==> src/rtl/cap_edge_pkg.sv <==
package cap_edge_pkg;

  localparam int MODE_W = 2;

  typedef logic [MODE_W-1:0] tmr_mode_t;

  localparam tmr_mode_t MODE_OFF = '0;

  function automatic logic mode_running(tmr_mode_t m);
    return m != MODE_OFF;
  endfunction

  function automatic logic rise_of(logic prev, logic cur);
    return cur & ~prev;
  endfunction

  function automatic logic fall_of(logic prev, logic cur);
    return prev & ~cur;
  endfunction

endpackage

==> src/rtl/cap_sync.sv <==
module cap_sync #(
  parameter int STAGES = 2
) (
  input  logic clk,
  input  logic rst_n,
  input  logic d,
  output logic q
);
  logic [STAGES-1:0] chain;

  generate
    if (STAGES == 1) begin : g_one
      always_ff @(posedge clk or negedge rst_n) begin
        if (!rst_n) chain <= '0;
        else        chain <= d;
      end
    end else begin : g_many
      always_ff @(posedge clk or negedge rst_n) begin
        if (!rst_n) chain <= '0;
        else        chain <= {chain[STAGES-2:0], d};
      end
    end
  endgenerate

  assign q = chain[STAGES-1];
endmodule

==> src/rtl/cap_flush_ctl.sv <==
module cap_flush_ctl
  import cap_edge_pkg::*;
#(
  parameter int FLUSH_CYCLES = 2
) (
  input  logic      clk,
  input  logic      rst_n,
  input  logic      cap_sel,
  input  tmr_mode_t tmr_mode,
  output logic      active,
  output logic      flush_start,
  output logic      flushing
);
  localparam int CW = (FLUSH_CYCLES > 1) ? $clog2(FLUSH_CYCLES) : 1;

  tmr_mode_t     mode_q;
  logic [CW-1:0] left_q;

  assign active      = cap_sel & mode_running(tmr_mode);
  assign flush_start = active & ~mode_running(mode_q);
  assign flushing    = flush_start | (left_q != '0);

  always_ff @(posedge clk or negedge rst_n) begin
    if (!rst_n) begin
      mode_q <= MODE_OFF;
      left_q <= '0;
    end else begin
      mode_q <= tmr_mode;
      if (!active)          left_q <= '0;
      else if (flush_start) left_q <= CW'(FLUSH_CYCLES - 1);
      else if (left_q != '0) left_q <= left_q - 1'b1;
    end
  end
endmodule

==> src/rtl/cap_edge_core.sv <==
module cap_edge_core
  import cap_edge_pkg::*;
(
  input  logic clk,
  input  logic rst_n,
  input  logic active,
  input  logic flushing,
  input  logic lvl,
  output logic rise_stb,
  output logic fall_stb
);
  logic hist_q;
  logic detect_en;

  assign detect_en = active & ~flushing;

  always_ff @(posedge clk or negedge rst_n) begin
    if (!rst_n) begin
      hist_q   <= 1'b0;
      rise_stb <= 1'b0;
      fall_stb <= 1'b0;
    end else begin
      if (active) hist_q <= lvl;
      rise_stb <= detect_en & rise_of(hist_q, lvl);
      fall_stb <= detect_en & fall_of(hist_q, lvl);
    end
  end
endmodule

==> src/rtl/cap_edge_flush.sv <==
module cap_edge_flush
  import cap_edge_pkg::*;
#(
  parameter int SYNC_STAGES  = 2,
  parameter int FLUSH_CYCLES = 2
) (
  input  logic              clk,
  input  logic              rst_n,
  input  logic              sig_async,
  input  logic              cap_sel,
  input  logic [MODE_W-1:0] tmr_mode,
  output logic              rise_stb,
  output logic              fall_stb
);
  logic sync_lvl;
  logic active;
  logic flush_start;
  logic flushing;

  cap_sync #(.STAGES(SYNC_STAGES)) u_sync (
    .clk (clk),
    .rst_n (rst_n),
    .d   (sig_async),
    .q   (sync_lvl)
  );

  cap_flush_ctl #(.FLUSH_CYCLES(FLUSH_CYCLES)) u_flush (
    .clk         (clk),
    .rst_n       (rst_n),
    .cap_sel     (cap_sel),
    .tmr_mode    (tmr_mode),
    .active      (active),
    .flush_start (flush_start),
    .flushing    (flushing)
  );

  cap_edge_core u_core (
    .clk      (clk),
    .rst_n    (rst_n),
    .active   (active),
    .flushing (flushing),
    .lvl      (sync_lvl),
    .rise_stb (rise_stb),
    .fall_stb (fall_stb)
  );
endmodule

==> config.mk <==
export PLATFORM = sky130hd
export DESIGN_NAME = cap_edge_flush
export DESIGN_NICKNAME = d
export VERILOG_FILES = /design/src/rtl/cap_edge_pkg.sv /design/src/rtl/cap_sync.sv /design/src/rtl/cap_flush_ctl.sv /design/src/rtl/cap_edge_core.sv /design/src/rtl/cap_edge_flush.sv
export SDC_FILE = /design/constraint.sdc
export NUM_CORES = 1
export LEC_CHECK = 0
export ABC_CLOCK_PERIOD_IN_PS = 1100
export BUFFER_PORTS_ARGS = -buffer_cell sky130_fd_sc_hd__buf_2
export CORE_AREA = 2 2 39 41
export CTS_CLUSTER_DIAMETER = 30
export DETAILED_ROUTE_END_ITERATION = 6
export DIE_AREA = 0 0 41 43
export GPL_TIMING_DRIVEN = 0
export SLEW_MARGIN = 0
export SYNTH_ARGS = -nofsm -noshare
export SYNTH_HDL_FRONTEND = slang
export SYNTH_SLANG_ARGS = --single-unit
export TNS_END_PERCENT = 5
==> constraint.sdc <==
create_clock -name clk -period 1.1 [get_ports clk]
set_input_delay 0.11 -clock clk [delete_from_list [all_inputs] [get_ports clk]]
set_output_delay 0.11 -clock clk [all_outputs]
set_load 0.005 [all_outputs]
* After elaboration in Yosys (flattened, before gate mapping)
Cells that the tools add are included.
** Storage, ports and cells
- Flip-flop bits (word level) :: 8
- Bits of input ports :: 6
- Output and inout port bits :: 2
- Logic and storage cells :: 24
** Operators by class
- Add/subtract/negate cells :: 1
- Multiplexer cells :: 3
- Bitwise logic cells :: 12
- Reductions and logical operators :: 2
** Operators by type and width (number)
- $and 1x1->1 :: 7
- $not 1->1 :: 4
- $reduce_bool 2->1 :: 2
- $mux 1 :: 3
- $or 1x1->1 :: 1
- $sub 1x1->1 const B :: 1

* Logic depth before layout (Yosys ltp)
Gate-level depths: netlist of run 1.
- Word-level depth :: 7
- Depth in mapped cells :: 2
- Gate-level depth less buffers :: 2

* Modules after synthesis
A second synthesis of run 1 with hierarchy kept.
** Unflattened totals
- Cells, all modules :: 16
- Area total of the unflattened synthesis :: 274.0 µm²
** Modules (own cells, without submodules)
- cap_edge_core :: times used 1, cells each 6, area an instance 115.1 µm², sequential area each 75.1 µm²
- cap_flush_ctl :: times used 1, cells each 8, area an instance 108.9 µm², sequential area each 75.1 µm²
- cap_sync :: times used 1, cells each 2, area an instance 50.0 µm², sequential area each 50.0 µm²

* Least setup slack after synthesis of run 1
OpenSTA, ideal clock, no wires.
- Kind :: register to register
- From :: reg u_flush.left_q
- To :: reg u_core.rise_stb
- Setup time :: 0.105 ns
- Arrival :: 0.694 ns
- Required time :: 0.995 ns
- Setup slack :: 0.301 ns
- Cell stages (with the launch flop) :: 3
- Path buffers :: 0
- Period minus slack after synthesis :: 0.799 ns
- Cells stage by stage :: dfrtp_1 > o21bai_1 > nor4b_1
** Between the ends
- Word-level cells in the longest chain between the ends :: 4
** RTL lines
- from (decl) :: line cap_flush_ctl.sv:17 : logic [CW-1:0] left_q;
- from (signal assigned) :: line cap_flush_ctl.sv:30 : else if (flush_start) left_q <= CW'(FLUSH_CYCLES - 1);
- from (signal assigned) :: line cap_flush_ctl.sv:31 : else if (left_q != '0) left_q <= left_q - 1'b1;
- $or 1x1->1 :: line cap_flush_ctl.sv:21 : assign flushing = flush_start | (left_q != '0);
- $not 1->1 :: line cap_edge_core.sv:15 : assign detect_en = active & ~flushing;
- $and 1x1->1 :: line cap_edge_core.sv:15
- $and 1x1->1 :: line cap_edge_core.sv:24 : rise_stb <= detect_en & rise_of(hist_q, lvl);
- to (signal assigned) :: line cap_edge_core.sv:24
- to (decl) :: line cap_edge_core.sv:9 : output logic rise_stb,
No other way between the ends.
A chain may end at the register's enable or synchronous reset.

* Worst setup path after layout of run 1
Ends and elaborated chain as after synthesis.

==> results of run 1 <==
[cell type report]
type	count	area share [%]
sequential	8	54.2
timing repair buffer	11	20.3
multi-input combinational	6	12.9
clock buffer	3	6.10
tap	16	5.42
inverter	1	1.02
[layout by cell type (no fill, tap or decap)]
cell type	n
mux2_1	1
buf_2	7
o21bai_1	1
nor3_1	1
dfrtp_1	8
o21ai_2	1
dlygate4sd3_1	4
nor4b_1	1
clkbuf_4	3
nor4_1	1
inv_1	1
[per-stage QoR]
step	hold WS [ps]	cells	area (sq um)	worst slack, ps
detailed placement	-44.6	38	307	170
finish	152	45	369	177
global placement	-53.4	38	307	228
CTS	151	45	369	163
global route	170	45	369	82.4
floorplan	-186	15	251	301
[critical path: cells and delay by family (launching register included)]
kind	cells	cell delay (ps)
and+or+nand+nor	1	280
DFF	1	360
AOI/OAI and AO/OA	1	170
[power by group]
group          internal [mW]  switching (mW)  total, mW
combinational         0.0259          0.0195     0.0454
sequential             0.312         0.00791      0.319
clock                  0.124          0.0893      0.213
total                  0.462           0.117      0.578
[worst max-delay path by stage]
stage	cells past startpoint	startpoint	endpoint
after detailed placement	2	u_flush.left_q	u_core.rise_stb
after global placement	3	tmr_mode[1]	u_core.hist_q
after global routing	2	u_flush.left_q	u_core.rise_stb
after floorplan	2	u_flush.left_q	u_core.rise_stb
final	2	u_flush.left_q	u_core.rise_stb
after CTS	2	u_flush.left_q	u_core.rise_stb
[kinds of logic after synthesis]
group / count (synthesis) / synth area share (%)
AOI/OAI and AO/OA: 2 / 6.47
buffers and inverters: 1 / 1.49
DFF: 8 / 79.6
muxes: 1 / 4.48
and+or+nand+nor: 3 / 7.96
[routing by layer]
layer / share of wire (%) / vias to the layer above / GRT usage, %
met2: 50 / 11 / 9.69
met4: 0 / 0 / 2.00
met1: 33 / 81 / 5.37
li1: - / 81 / -
met5: 0 / - / 0
met3: 16 / 0 / 7.85
[registers in the layout (all words and copies together), names as in the netlist]
name             count
u_flush.mode_q       2
u_sync.chain         2
u_core.fall_stb      1
u_core.hist_q        1
u_core.rise_stb      1
u_flush.left_q       1
==> results.sh, run 1 <==
export IMPL_end_kind="flip-flop"
export IMPL_cts_repair_resized=0
export IMPL_cts_sinks=8
export IMPL_yosysMostFrequentCell="dfrtp_1"
export IMPL_final_nets=37
export IMPL_first_iter_violations=4
export IMPL_row_count=14
export IMPL_power_density_nw_per_um2=1570
export IMPL_firstDrtPassIters=2
export IMPL_p_total_uw=578
export IMPL_syn_nets=21
export IMPL_synthesis_area_per_instance_sq_um=16.8
export IMPL_drive_above_1_share_pct=37.9
export IMPL_worst_pin_slew_ps=288
export IMPL_period_share_pct=83.9
export IMPL_holdBufCountCts=4
export IMPL_utilization_pct=26.7
export IMPL_setup_viol=0
export IMPL_fp_coreArea_sq_um=1380
export IMPL_synth_cells=15
export IMPL_clk_latency_ps=250
export IMPL_holdPathStages=3
export IMPL_r2r_end="u_core.rise_stb"
export IMPL_max_cap_viol_count=0
export IMPL_hp_start="cap_sel"
export IMPL_path_cells="o21bai_1 -> nor4b_1"
export IMPL_cts_buffers=3
export IMPL_drv_slew=0
export IMPL_drc=0
export IMPL_syn_to_final_growth_pct=46.8
export IMPL_fmax_mhz=1080
export IMPL_synth_flop_cell="dfrtp_1"
export IMPL_yosys_top_cells_area="dfrtp_1 (80%), mux2_1 (4.5%), nor4b_1 (3.5%)"
export IMPL_antenna_left=0
export IMPL_status="finished, final reports clean"
export IMPL_ys_ff_latch=8
export IMPL_worstSetupPathType="reg2reg"
export IMPL_hold_violations=0
export IMPL_die_area_sq_um=1760
export IMPL_seq_area_sq_um=200
export IMPL_wl_per_cell_microns=8.91
export IMPL_ys_seq_area_share_pct=79.6
export IMPL_max_slew_margin_pct=80.5
export IMPL_vias=173
export IMPL_grt_first_pass_wirelength_microns=703
export IMPL_vias_per_cell=3.84
export IMPL_die_w_microns=41
export IMPL_hold_class="in2reg"
export IMPL_irDropWorstVdd_mv=1.01
export IMPL_cts_buffer_depth=2
export IMPL_cp_slowest_stage_delay_ps=360
export IMPL_worstPathArrival_ps=1060
export IMPL_dieHeight_microns=43
export IMPL_grt_max_degree=9
export IMPL_reg2reg_depth=2
export IMPL_overflow=0
export IMPL_cp_slowest_cell="dfrtp_1"
export IMPL_async_reset_ff_share_pct=100
export IMPL_track_usage_pct=6.61
export IMPL_rrSetupSlack_ps=180
export IMPL_synthesis_area_sq_um=251
export IMPL_fillers=148
export IMPL_synth_edf_count=0
export IMPL_worst_r2r_startpoint="u_flush.left_q"
export IMPL_min_period_ps=923
export IMPL_drt_wl_total_microns=401
export IMPL_multi_input_area_sq_um=47.5
export IMPL_cts_clk_slew_worst_paths_ps=50
export IMPL_yosysTopAreaCellShare_pct=79.6
export IMPL_p_leak_nw=0.176
export IMPL_cts_setup_buffers=0
export IMPL_place_gp_congestion=0.617
export IMPL_required_ps=1230
export IMPL_port_buffers=7
export IMPL_holdPathEnd="u_core.fall_stb"
export IMPL_ios=8
export IMPL_critPathMaxFanout=2
export IMPL_grt_setup_unrepaired="false"
export IMPL_grt_pass1_vias=195
export IMPL_antenna_cells=0
export IMPL_htreeDepth=1
export IMPL_start_kind="flip-flop"
export IMPL_antenna_found_initial=0
export IMPL_root_buffer="clkbuf_4"
export IMPL_initial_utilization_pct=18.2
export IMPL_cts_tree="yes"
export IMPL_ys_types=8
export IMPL_fin_skew_ps=6.56
export IMPL_yosys_warnings=0
export IMPL_yosys_area_top_type="dfrtp_1"
export IMPL_fin_setup_tns_ps=0
(Power assumes the default switching activity.)
==> run 2: changes to the inputs <==
--- a/config.mk
+++ b/config.mk
@@ -5,7 +5,7 @@
 export SDC_FILE = /design/constraint.sdc
 export NUM_CORES = 1
 export LEC_CHECK = 0
-export ABC_CLOCK_PERIOD_IN_PS = 1100
+export ABC_CLOCK_PERIOD_IN_PS = 1000
 export BUFFER_PORTS_ARGS = -buffer_cell sky130_fd_sc_hd__buf_2
 export CORE_AREA = 2 2 39 41
 export CTS_CLUSTER_DIAMETER = 30
==> constraint.sdc (replaced) <==
create_clock -name clk -period 1 [get_ports clk]
set_input_delay 0.1 -clock clk [delete_from_list [all_inputs] [get_ports clk]]
set_output_delay 0.1 -clock clk [all_outputs]
set_load 0.005 [all_outputs]
==> results.sh, run 2 (same netlist as run 1, synthesis figures left out) <==
export IMPL_port_buffers=7
export IMPL_instances_no_fill=45
export IMPL_cts_buffers=3
export IMPL_final_nets=37
export IMPL_worst_r2r_startpoint="u_flush.left_q"
export IMPL_p_leak_nw=0.178
export IMPL_end_kind="flip-flop"
export IMPL_use_met2_pct=9.69
export IMPL_hold_violations=0
export IMPL_critPathMaxFanout=2
export IMPL_start_kind="flip-flop"
export IMPL_cts_sinks=8
export IMPL_cts_setup_buffers=0
export IMPL_fp_coreArea_sq_um=1380
export IMPL_setup_slack_ps=148
export IMPL_antenna_found_initial=0
export IMPL_hold_class="in2reg"
export IMPL_fin_setup_tns_ps=0
export IMPL_fmax_mhz=1170
export IMPL_drive_above_1_share_pct=41.4
export IMPL_syn_to_final_growth_pct=49.3
export IMPL_antenna_left=0
export IMPL_p_total_uw=639
export IMPL_cts_tree="yes"
export IMPL_row_count=14
export IMPL_drc=0
export IMPL_worstPathArrival_ps=1010
export IMPL_grt_busiest_layer="met2"
export IMPL_first_iter_violations=4
export IMPL_design_area_sq_um=375
export IMPL_status="finished, final reports clean"
export IMPL_max_cap_viol_count=0
export IMPL_cts_clk_slew_worst_paths_ps=50
export IMPL_hp_start="cap_sel"
export IMPL_clk_latency_ps=250
export IMPL_irDropWorstVdd_mv=1.11
export IMPL_grt_setup_unrepaired="false"
export IMPL_reg2reg_depth=2
export IMPL_final_common_cell="dfrtp_1"
export IMPL_vias_per_cell=3.82
export IMPL_cp_slowest_stage_delay_ps=360
export IMPL_setup_viol=0
export IMPL_dieHeight_microns=43
export IMPL_overflow=0
export IMPL_path_cells="o21bai_1 -> nor4b_2"
export IMPL_worst_pin_slew_ps=222
export IMPL_place_gp_congestion=0.617
export IMPL_required_ps=1150
export IMPL_holdPathEnd="u_core.fall_stb"
export IMPL_drt_wl_total_microns=399
export IMPL_initial_utilization_pct=18.2
export IMPL_drv_slew=0
export IMPL_antenna_cells=0
export IMPL_die_area_sq_um=1760
export IMPL_cts_buffer_depth=2
export IMPL_vias=172
export IMPL_grtUsageMet3_pct=7.85
export IMPL_holdPathStages=3
export IMPL_die_w_microns=41
export IMPL_grt_pass1_vias=195
export IMPL_place_inst=38
export IMPL_grt_max_degree=9
export IMPL_largestRegisters="u_flush.mode_q (2), u_sync.chain (2)"
export IMPL_min_period_ps=852
export IMPL_worstSetupPathType="reg2reg"
export IMPL_rrSetupSlack_ps=150
export IMPL_layout_common_cells="dfrtp_1 (8), buf_2 (7), dlygate4sd3_1 (4), clkbuf_4 (3)"
export IMPL_grt_first_pass_wirelength_microns=703
export IMPL_postPlaceCellArea_sq_um=307
export IMPL_root_buffer="clkbuf_4"
export IMPL_dpl_worst_slack_ps=69.6
export IMPL_cp_slowest_cell="dfrtp_1"
export IMPL_ios=8
export IMPL_track_usage_pct=6.61
export IMPL_power_density_nw_per_um2=1700
export IMPL_htreeDepth=1
export IMPL_wl_per_cell_microns=8.87
export IMPL_fin_skew_ps=6.56
export IMPL_firstDrtPassIters=2
export IMPL_period_share_pct=85.2
export IMPL_max_slew_margin_pct=85.1
export IMPL_r2r_end="u_core.rise_stb"
export IMPL_use_met1_pct=5.37
run 2: cell types whose count changed in the layout (fill, tap and decap cells not counted):
cell / before / now
nor4b_1: 1 / 0
nor4b_2: 0 / 1
run 2: cell type report:
class,instances,area [sq um]
multi-input combinational,6,53.8
tap,16,20.0
fill,146,1010
inverter,1,3.75
clock buffer,3,22.5
timing repair buffer,11,75.1
sequential,8,200
run 2: worst max-delay path, delay by kind of cell, from the launching register on:
family           cells  cell delay, ps
AO/OA/AOI/OAI        1             180
flip-flops           1             360
AND/OR/NAND/NOR      1             220
run 2: repair_timing:
item,in CTS,in global routing
hold buffers,4,0
resized for setup,0,1
endpoints found under the hold margin,11,0
setup endpoints to repair,0,1
run 2: how the worst max path moves through the flow:
stage | depth (start not counted) | to | from | slack, ps
final | 2 | u_core.rise_stb | u_flush.left_q | 150
after detailed placement | 2 | u_core.rise_stb | u_flush.left_q | 70
after global routing | 2 | u_core.fall_stb | u_flush.left_q | 80
after CTS | 2 | u_core.rise_stb | u_flush.left_q | 60
after floorplan | 2 | u_core.rise_stb | u_flush.left_q | 200
after global placement | 3 | u_core.hist_q | tmr_mode[1] | 140
run 2: per-stage QoR:
step	hold WS [ps]	utilization, %
after detailed placement	-54.6	22.2
after global routing	162	27.1
after global placement	-63.4	22.2
final	154	27.1
after CTS	141	26.7
after floorplan	-196	-
run 2: report_power, final:
group          total (mW)  switching (mW)  internal (mW)
Sequential          0.352         0.00952          0.343
Clock               0.235          0.0982          0.137
Combinational      0.0518          0.0223         0.0295
Total               0.639           0.130          0.509
run 2: per-layer routing:
| layer | vias to the layer above | wire length (microns) | share of wire [%] |
|---|---|---|---|
| met5 | - | 0 | 0 |
| met4 | 0 | 0 | 0 |
| met3 | 0 | 65 | 16 |
| met2 | 11 | 199 | 50 |
| met1 | 80 | 133 | 33 |
| li1 | 81 | - | - |
